## config.mk

```make
export PLATFORM = sky130hd
export DESIGN_NAME = wb_pp_seq
export DESIGN_NICKNAME = d
export VERILOG_FILES = /design/src/rtl/wb_pp_pkg.sv /design/src/rtl/wb_pp_fsize.sv /design/src/rtl/wb_pp_side.sv /design/src/rtl/wb_pp_ctrl.sv /design/src/rtl/wb_pp_seq.sv
export SDC_FILE = /design/constraint.sdc
export NUM_CORES = 1
export LEC_CHECK = 0
export BUFFER_PORTS_ARGS = -buffer_cell sky130_fd_sc_hd__buf_2
export CAP_MARGIN = 20
export CORE_ASPECT_RATIO = 1.5
export CORE_MARGIN = 4
export CORE_UTILIZATION = 64
export CTS_BUF_LIST = sky130_fd_sc_hd__clkbuf_4 sky130_fd_sc_hd__clkbuf_8
export DETAILED_ROUTE_END_ITERATION = 12
export HOLD_SLACK_MARGIN = 0.02
export PLACE_DENSITY_LB_ADDON = 0.25
export SLEW_MARGIN = 20
export SYNTH_ARGS = -nofsm -noshare
export SYNTH_HDL_FRONTEND = slang
export SYNTH_HIERARCHICAL = 1
export SYNTH_SLANG_ARGS = --single-unit
```

## constraint.sdc

```tcl
create_clock -name clk_i -period 3.4 [get_ports clk_i]
set_input_delay 0.17 -clock clk_i [delete_from_list [all_inputs] [get_ports clk_i]]
set_output_delay 0.17 -clock clk_i [all_outputs]
set_load 0.01 [all_outputs]
```

## src/rtl/wb_pp_pkg.sv

```systemverilog
package wb_pp_pkg;
  typedef enum logic [1:0] {
    ST_IDLE  = 2'd0,
    ST_ARM   = 2'd1,
    ST_RUN   = 2'd2,
    ST_DRAIN = 2'd3
  } wb_state_e;

  function automatic logic [31:0] pp_offset(input logic odd, input logic [31:0] fsize);
    return odd ? fsize : 32'd0;
  endfunction
endpackage

```

## src/rtl/wb_pp_fsize.sv

```systemverilog
module wb_pp_fsize #(
  parameter int ADDR_W = 32,
  parameter int DIM_W  = 16
) (
  input  logic              clk_i,
  input  logic              rst_ni,
  input  logic              load_i,
  input  logic [DIM_W-1:0]  w_i,
  input  logic [DIM_W-1:0]  h_i,
  input  logic              pix16_i,
  output logic [ADDR_W-1:0] fsize_o
);
  logic [ADDR_W-1:0] w_ext, h_ext, px, fsize_d;

  always_comb begin
    w_ext   = ADDR_W'(w_i);
    h_ext   = ADDR_W'(h_i);
    px      = w_ext * h_ext;
    // 2 or 3 bytes per pixel: shift, optional add
    fsize_d = pix16_i ? (px << 1) : ((px << 1) + px);
  end

  always_ff @(posedge clk_i or negedge rst_ni) begin
    if (!rst_ni)     fsize_o <= '0;
    else if (load_i) fsize_o <= fsize_d;
  end
endmodule

```

## src/rtl/wb_pp_side.sv

```systemverilog
module wb_pp_side #(
  parameter int ADDR_W = 32,
  parameter int CNT_W  = 8,
  parameter bit PRIME  = 1'b0
) (
  input  logic              clk_i,
  input  logic              rst_ni,
  input  logic              load_i,
  input  logic              clr_i,
  input  logic              step_i,
  input  logic [ADDR_W-1:0] base_i,
  input  logic [ADDR_W-1:0] fsize_i,
  output logic [ADDR_W-1:0] base_q_o,
  output logic [ADDR_W-1:0] addr_o
);
  import wb_pp_pkg::*;

  logic [CNT_W-1:0] cnt_q;

  always_ff @(posedge clk_i or negedge rst_ni) begin
    if (!rst_ni) begin
      base_q_o <= '0;
      addr_o   <= '0;
      cnt_q    <= '0;
    end else if (load_i) begin
      base_q_o <= base_i;
      cnt_q    <= '0;
      // read side points at slot 0 before the writer starts
      addr_o   <= PRIME ? base_i : '0;
    end else if (clr_i) begin
      addr_o   <= '0;
      cnt_q    <= '0;
    end else if (step_i) begin
      addr_o   <= base_q_o + ADDR_W'(pp_offset(cnt_q[0], 32'(fsize_i)));
      cnt_q    <= cnt_q + 1'b1;
    end
  end
endmodule

```

## src/rtl/wb_pp_ctrl.sv

```systemverilog
module wb_pp_ctrl (
  input  logic                 clk_i,
  input  logic                 rst_ni,
  input  logic                 wb_en_i,
  input  logic                 kick_req_i,
  input  logic                 comp_done_i,
  input  logic                 dma_done_i,
  output logic                 load_o,
  output logic                 clr_o,
  output logic                 wr_step_o,
  output logic                 rd_step_o,
  output logic                 start_o,
  output wb_pp_pkg::wb_state_e state_o
);
  import wb_pp_pkg::*;

  wb_state_e state_d;

  always_comb begin
    load_o    = (state_o == ST_IDLE) && wb_en_i;
    clr_o     = (state_o == ST_DRAIN) && dma_done_i;
    wr_step_o = (state_o == ST_RUN) && kick_req_i;
    rd_step_o = (state_o == ST_RUN) && comp_done_i;
    state_d   = state_o;
    unique case (state_o)
      ST_IDLE:  if (wb_en_i)    state_d = ST_ARM;
      ST_ARM:   state_d = wb_en_i ? ST_RUN : ST_DRAIN;
      ST_RUN:   if (!wb_en_i)   state_d = ST_DRAIN;
      ST_DRAIN: if (dma_done_i) state_d = ST_IDLE;
      default:  state_d = ST_IDLE;
    endcase
  end

  always_ff @(posedge clk_i or negedge rst_ni) begin
    if (!rst_ni) begin
      state_o <= ST_IDLE;
      start_o <= 1'b0;
    end else begin
      state_o <= state_d;
      start_o <= wr_step_o;
    end
  end
endmodule

```

## src/rtl/wb_pp_seq.sv

```systemverilog
module wb_pp_seq #(
  parameter int ADDR_W = 32,
  parameter int DIM_W  = 16,
  parameter int CNT_W  = 8
) (
  input  logic              clk_i,
  input  logic              rst_ni,
  input  logic              wb_en_i,
  input  logic [ADDR_W-1:0] wr_base_i,
  input  logic [ADDR_W-1:0] rd_base_i,
  input  logic [DIM_W-1:0]  frame_w_i,
  input  logic [DIM_W-1:0]  frame_h_i,
  input  logic              pix16_i,
  input  logic              kick_req_i,
  input  logic              comp_done_i,
  input  logic              dma_done_i,
  output logic [ADDR_W-1:0] wr_addr_o,
  output logic [ADDR_W-1:0] rd_addr_o,
  output logic              start_o
);
  import wb_pp_pkg::*;

  localparam int N_SIDE = 2;  // 0: write, 1: read

  wb_state_e         state;
  logic              load, clr, wr_step, rd_step;
  logic [ADDR_W-1:0] fsize;
  logic [ADDR_W-1:0] side_base_in [N_SIDE];
  logic [ADDR_W-1:0] side_base_q  [N_SIDE];
  logic [ADDR_W-1:0] side_addr    [N_SIDE];
  logic              side_step    [N_SIDE];

  assign side_base_in[0] = wr_base_i;
  assign side_base_in[1] = rd_base_i;
  assign side_step[0]    = wr_step;
  assign side_step[1]    = rd_step;

  wb_pp_ctrl u_ctrl (
    .clk_i       (clk_i),
    .rst_ni      (rst_ni),
    .wb_en_i     (wb_en_i),
    .kick_req_i  (kick_req_i),
    .comp_done_i (comp_done_i),
    .dma_done_i  (dma_done_i),
    .load_o      (load),
    .clr_o       (clr),
    .wr_step_o   (wr_step),
    .rd_step_o   (rd_step),
    .start_o     (start_o),
    .state_o     (state)
  );

  wb_pp_fsize #(.ADDR_W(ADDR_W), .DIM_W(DIM_W)) u_fsize (
    .clk_i   (clk_i),
    .rst_ni  (rst_ni),
    .load_i  (load),
    .w_i     (frame_w_i),
    .h_i     (frame_h_i),
    .pix16_i (pix16_i),
    .fsize_o (fsize)
  );

  for (genvar g = 0; g < N_SIDE; g++) begin : g_side
    wb_pp_side #(.ADDR_W(ADDR_W), .CNT_W(CNT_W), .PRIME(g == 1)) u_side (
      .clk_i    (clk_i),
      .rst_ni   (rst_ni),
      .load_i   (load),
      .clr_i    (clr),
      .step_i   (side_step[g]),
      .base_i   (side_base_in[g]),
      .fsize_i  (fsize),
      .base_q_o (side_base_q[g]),
      .addr_o   (side_addr[g])
    );
  end

  assign wr_addr_o = side_addr[0];
  assign rd_addr_o = side_addr[1];
endmodule

```

Yosys cells after proc, flatten, opt, wreduce, memory -nomap -nowiden
Cells that the tools add are included.
{"block": "op_classes", "addsub": 5, "multipliers": 1, "eq_ne": 6, "n_mux": 20, "reduce_logical": 8}
{"cell": "$mux W32", "count": 9}
{"cell": "$add A32 B32 Y32", "count": 3}
{"cell": "$mux W8", "count": 6}
{"cell": "$mul A16 B16 Y32", "count": 1}
{"cell": "$add A8 B1 Y8 const B", "count": 2}
{"cell": "$pmux W2 S4", "count": 1}
{"cell": "$mux W2", "count": 3}
{"cell": "$ne A2 B2 Y1 const B", "count": 3}
{"cell": "$reduce_bool A3 Y1", "count": 2}
{"cell": "$eq A2 B2 Y1 const B", "count": 2}
{"cell": "$logic_and A1 B1 Y1", "count": 4}
{"cell": "$reduce_and A3 Y1", "count": 1}
{"cell": "$eq A2 B1 Y1 const B", "count": 1}
{"cell": "$logic_not A2 Y1", "count": 1}
{"cell": "$mux W1", "count": 1}
{"block": "word_totals", "regBits": 179, "input_bits": 103, "out_inout_bits": 65}

Longest topological paths before layout
{"block": "logic_depth", "ltp_word": 5, "ltp_mapped": 37, "depth_no_buf": 37}

By module
Netlist, hierarchy kept.
{"module": "wb_pp_fsize", "n_inst": 1, "cells_per_inst": 1369, "area_per_inst_um2": 11667.4}
{"module": "wb_pp_side (g_side[1].u_side)", "n_inst": 1, "cells_per_inst": 511, "area_per_inst_um2": 4516.8}
{"module": "wb_pp_side (g_side[0].u_side)", "n_inst": 1, "cells_per_inst": 461, "area_per_inst_um2": 4410.5}
{"module": "wb_pp_ctrl", "n_inst": 1, "cells_per_inst": 22, "area_per_inst_um2": 232.7}

Worst setup path before layout
No wires, ideal clock.
{"block": "synth_timing", "path_type": "in2reg", "from": "in frame_h_i[3]", "to": "reg u_fsize.fsize_o[27]", "arrival_time_ns": 8.373, "slack_ns": -5.093, "stages": 35, "n_path_buf": 1, "path_cell_list": "clkbuf_1 > nand2_1 > fa_1 > fa_1 > fa_1 > fa_1 > inv_1 > fa_1 > inv_1 > fa_1 > inv_1 > ha_1 > and3_1 > a32oi_1 > o211ai_1 > a31o_2 > a21o_1 > a21o_1 > a21o_1 > a21o_1 > a21oi_1 > xnor2_1 > ha_1 > and3_1 > nand2_1 > a21oi_1 > a211oi_1 > a31oi_1 > a211oi_1 > nor3_2 > a311oi_2 > nor2_1 > xnor2_1 > or3_1 > a31o_1"}
{"block": "synth_via", "elab_chain_len": 3}
{"element": "from (decl)", "line": "wb_pp_seq.sv:12", "rtl": "input logic [DIM_W-1:0] frame_h_i,"}
{"element": "$mul A16 B16 Y32 (*)", "line": "wb_pp_fsize.sv:18", "rtl": "px = w_ext * h_ext;"}
{"element": "$add A32 B32 Y32", "line": "wb_pp_fsize.sv:20", "rtl": "fsize_d = pix16_i ? (px << 1) : ((px << 1) + px);"}
{"element": "$mux W32 (*)", "line": "wb_pp_fsize.sv:20"}
{"element": "to (signal assigned)", "line": "wb_pp_fsize.sv:25", "rtl": "else if (load_i) fsize_o <= fsize_d;"}
{"element": "to (decl)", "line": "wb_pp_fsize.sv:11", "rtl": "output logic [ADDR_W-1:0] fsize_o"}
Every way passes the cells marked *; elsewhere a longest branch is shown, timed or not.
A chain may end at the register's enable or synchronous reset.

Worst setup path in the final report
{"block": "layout_timing", "from": "in frame_h_i[1]", "to": "reg u_fsize.fsize_o[31]"}
The elaborated chain is that of the path after synthesis.

==> impl_metrics.json <==
{
  "status": "finished, violations left",
  "violations": "negative setup slack",
  "yosysTopAreaCell": "dfrtp_1",
  "fillers": 1740,
  "synth.avg_cell_area_um2": 8.81,
  "drt-wirelength-per-cell_um": 20.7,
  "synth_cell_type_count": 107,
  "ys.flop_type": "dfrtp_1",
  "setup_viol": 28,
  "htreeDepth": 4,
  "drt_iter0_drc": 1302,
  "final_area_mm2": 0.0269,
  "worst_path_largest_cell_delay_ps": 540,
  "post-dp-hpwl_um": 49300,
  "antenna_left": 0,
  "cts.clk_slew.worst_paths_ps": 90,
  "worstPathArrival_ps": 8120,
  "die_y_um": 229,
  "cap_violations": 0,
  "hold_violations": 0,
  "worstSetupEndpointType": "flip-flop",
  "fin_ws_ps": -4310,
  "cts_made_buffers": 17,
  "yosys_warnings": 6,
  "initial_core_util": 0.652,
  "fp.dieW_um": 155,
  "slew_headroom": 0.439,
  "first_pass_iters": 7,
  "rows": 80,
  "grt_pass1_wl_um": 104000,
  "grtUsageTotal": 0.365,
  "period_minus_slack_ps": 7710,
  "clkLatencyLatePin_ps": 500,
  "final-max-slew-violation-count": 0,
  "antenna_found_initial": 1,
  "core_area_mm2": 0.0319,
  "io_pins": 168,
  "worstSetupPathType": "input pin to flip-flop",
  "tritoncts": "built",
  "synth_top_area_share": 0.198,
  "startpoint_type": "input pin",
  "drcViolationCount": 0,
  "vias_per_cell": 6.09,
  "nNetsFinal": 3352,
  "routed_wl_um": 67700,
  "drive_above_1_share": 0.286,
  "cts-root-buf": "clkbuf_8",
  "max_slew.worst_pin.slew_ps": 834,
  "cts_max_path_buffers": 2,
  "ys_async_sr_fraction": 1.00,
  "rsz0062_at_grt": "yes",
  "syn_to_final_growth_pct": 29.0,
  "gp_congestion": 0.986,
  "crit_top_cell": "fa_1",
  "grt_max_degree": 96,
  "slowest_stage": "fa_1",
  "portBuffers": 167,
  "ys_seq_area_frac": 0.198,
  "synthesis.area_mm2": 0.0208,
  "overflow": 0,
  "syn_nets": 2863,
  "vias": 19900,
  "grt_pass1_vias": 21300,
  "placed_area_mm2": 0.0244,
  "die-area_mm2": 0.0356,
  "max_freq_mhz": 130,
  "synth-edff-count": 0,
  "critPathRequiredTime_ps": 3810,
  "hold_slack_ps": 81.1,
  "clock_sinks": 165,
  "critPathMaxFanout": 6,
  "skew_ps": 18.1,
  "multi_input_area_mm2": 0.0164,
  "synth.most_common_cell": "inv_1",
  "hold_class": "input pin to flip-flop",
  "synth.area.top_cells": "dfrtp_1 20%, fa_1 19%, ha_1 12%",
  "synth_cells": 2363,
  "synth-seq-cells": 165,
  "synthTopCellsByCount": "292 x inv_1, 271 x nand2_1, 200 x ha_1",
  "finalCritPeriodShare": 2.27,
  "seqCellArea_mm2": 0.00413
}
-- layout make-up --
cell class | instances | share of cell area
Multi-Input combinational cell | 1812 | 0.610
Timing Repair Buffer | 563 | 0.163
Sequential cell | 165 | 0.154
Inverter | 293 | 0.0410
Tap cell | 410 | 0.0191
Clock buffer | 17 | 0.00871
Clock inverter | 13 | 0.00480
Antenna cell | 1 | 0.0000932
-- flip-flops by register name, indices dropped and copies added (netlist names) --
register,count
g_side.u_side/addr_o,64
g_side.u_side/base_q_o,64
g_side.u_side/cnt_q,2
u_ctrl/start_o,1
u_ctrl/state_o,2
u_fsize/fsize_o,32
-- cells by family after synthesis --
family          after synthesis  share of synthesized area
simple gates                709                      0.169
compound gates              538                      0.174
fa+ha+maj                   397                      0.310
buf+inv                     386                     0.0709
flops                       165                      0.198
xor+xnor                    105                     0.0458
mux                          63                     0.0335
-- cell usage in the layout, fill, tap and decap left out, drive strengths merged, types with 14 or more instances in the layout --
| cell type | n |
|---|---|
| buf | 496 |
| dfrtp | 165 |
| a31oi | 14 |
| nand3 | 31 |
| a211oi | 17 |
| xor2 | 35 |
| dlygate4sd3 | 65 |
| inv | 297 |
| nand2 | 271 |
| o21a | 21 |
| mux2 | 50 |
| and2 | 188 |
| fa | 197 |
| and3 | 14 |
| nor3 | 29 |
| o211ai | 15 |
| nor2 | 102 |
| a21oi | 165 |
| clkbuf | 18 |
| xnor2 | 70 |
| nand4 | 16 |
| nand2b | 15 |
| a22oi | 15 |
| ha | 200 |
| a21o | 50 |
| o21ai | 133 |
-- critical path, delay by kind of cell --
kind                     cells  cell delay [ps]
adder cells (fa/ha/maj)      8             3510
AO/OA/AOI/OAI               14             2950
buffers and inverters        7              830
AND/OR/NAND/NOR              4              450
XOR/XNOR                     1              210
-- path summary, 6_finish.rpt --
path / startpoint / to / slack, ps / cells after the start
worst min register to register: g_side[0].u_side/addr_o[6]$_DFFE_PN0P_ / g_side[0].u_side/addr_o[6]$_DFFE_PN0P_ / 480 / 2
worst max register to register: g_side[1].u_side/cnt_q[0]$_DFFE_PN0P_ / g_side[1].u_side/addr_o[28]$_DFFE_PN0P_ / 160 / 12
worst min-delay path: rd_base_i[23] / g_side[1].u_side/base_q_o[23]$_DFFE_PN0P_ / 80 / 3
min in group asynchronous: rst_ni / g_side[0].u_side/base_q_o[5]$_DFFE_PN0P_ / 260 / 2
max in group asynchronous: rst_ni / u_fsize/fsize_o[0]$_DFFE_PN0P_ / 2230 / 3
worst max-delay path: frame_h_i[1] / u_fsize/fsize_o[31]$_DFFE_PN0P_ / -4310 / 34
-- per-stage QoR --
| stage | std cells | setup slack [ps] | TNS, ps | util |
|---|---|---|---|---|
| 3_3_place_gp | 3129 | -4700 | -92760 | 0.764 |
| 6_report | 3274 | -4310 | -83720 | 0.841 |
| 5_1_grt | 3274 | -4600 | -88070 | 0.841 |
| 4_1_cts | 3259 | -4140 | -76410 | 0.828 |
| 2_1_floorplan | 2363 | -4450 | -74710 | - |
| 3_5_place_dp | 3129 | -4980 | -97890 | 0.764 |
-- metal layers --
metal	share of wire	routed length, µm	up-vias	GRT usage
met3	0.048	3260	356	0.0383
met4	0.074	5000	0	0.224
met2	0.54	36500	955	0.695
met1	0.34	22900	9698	0.373
li1	-	-	8916	-
met5	0	0	-	0
-- what timing repair did --
| item | 4_1_cts | 5_1_grt |
|---|---|---|
| gates cloned | 1 | 0 |
| pin swaps | 115 | 71 |
| gates resized for setup | 167 | 66 |
| hold buffers | 65 | 0 |
| setup endpoints to repair | 28 | 31 |
| buffers inserted | 36 | 18 |
| endpoints found under the hold margin | 170 | 0 |
Power is left out: the tool's default activity adds up to more than one toggle a clock period on the data nets, which glitch-free logic cannot reach.
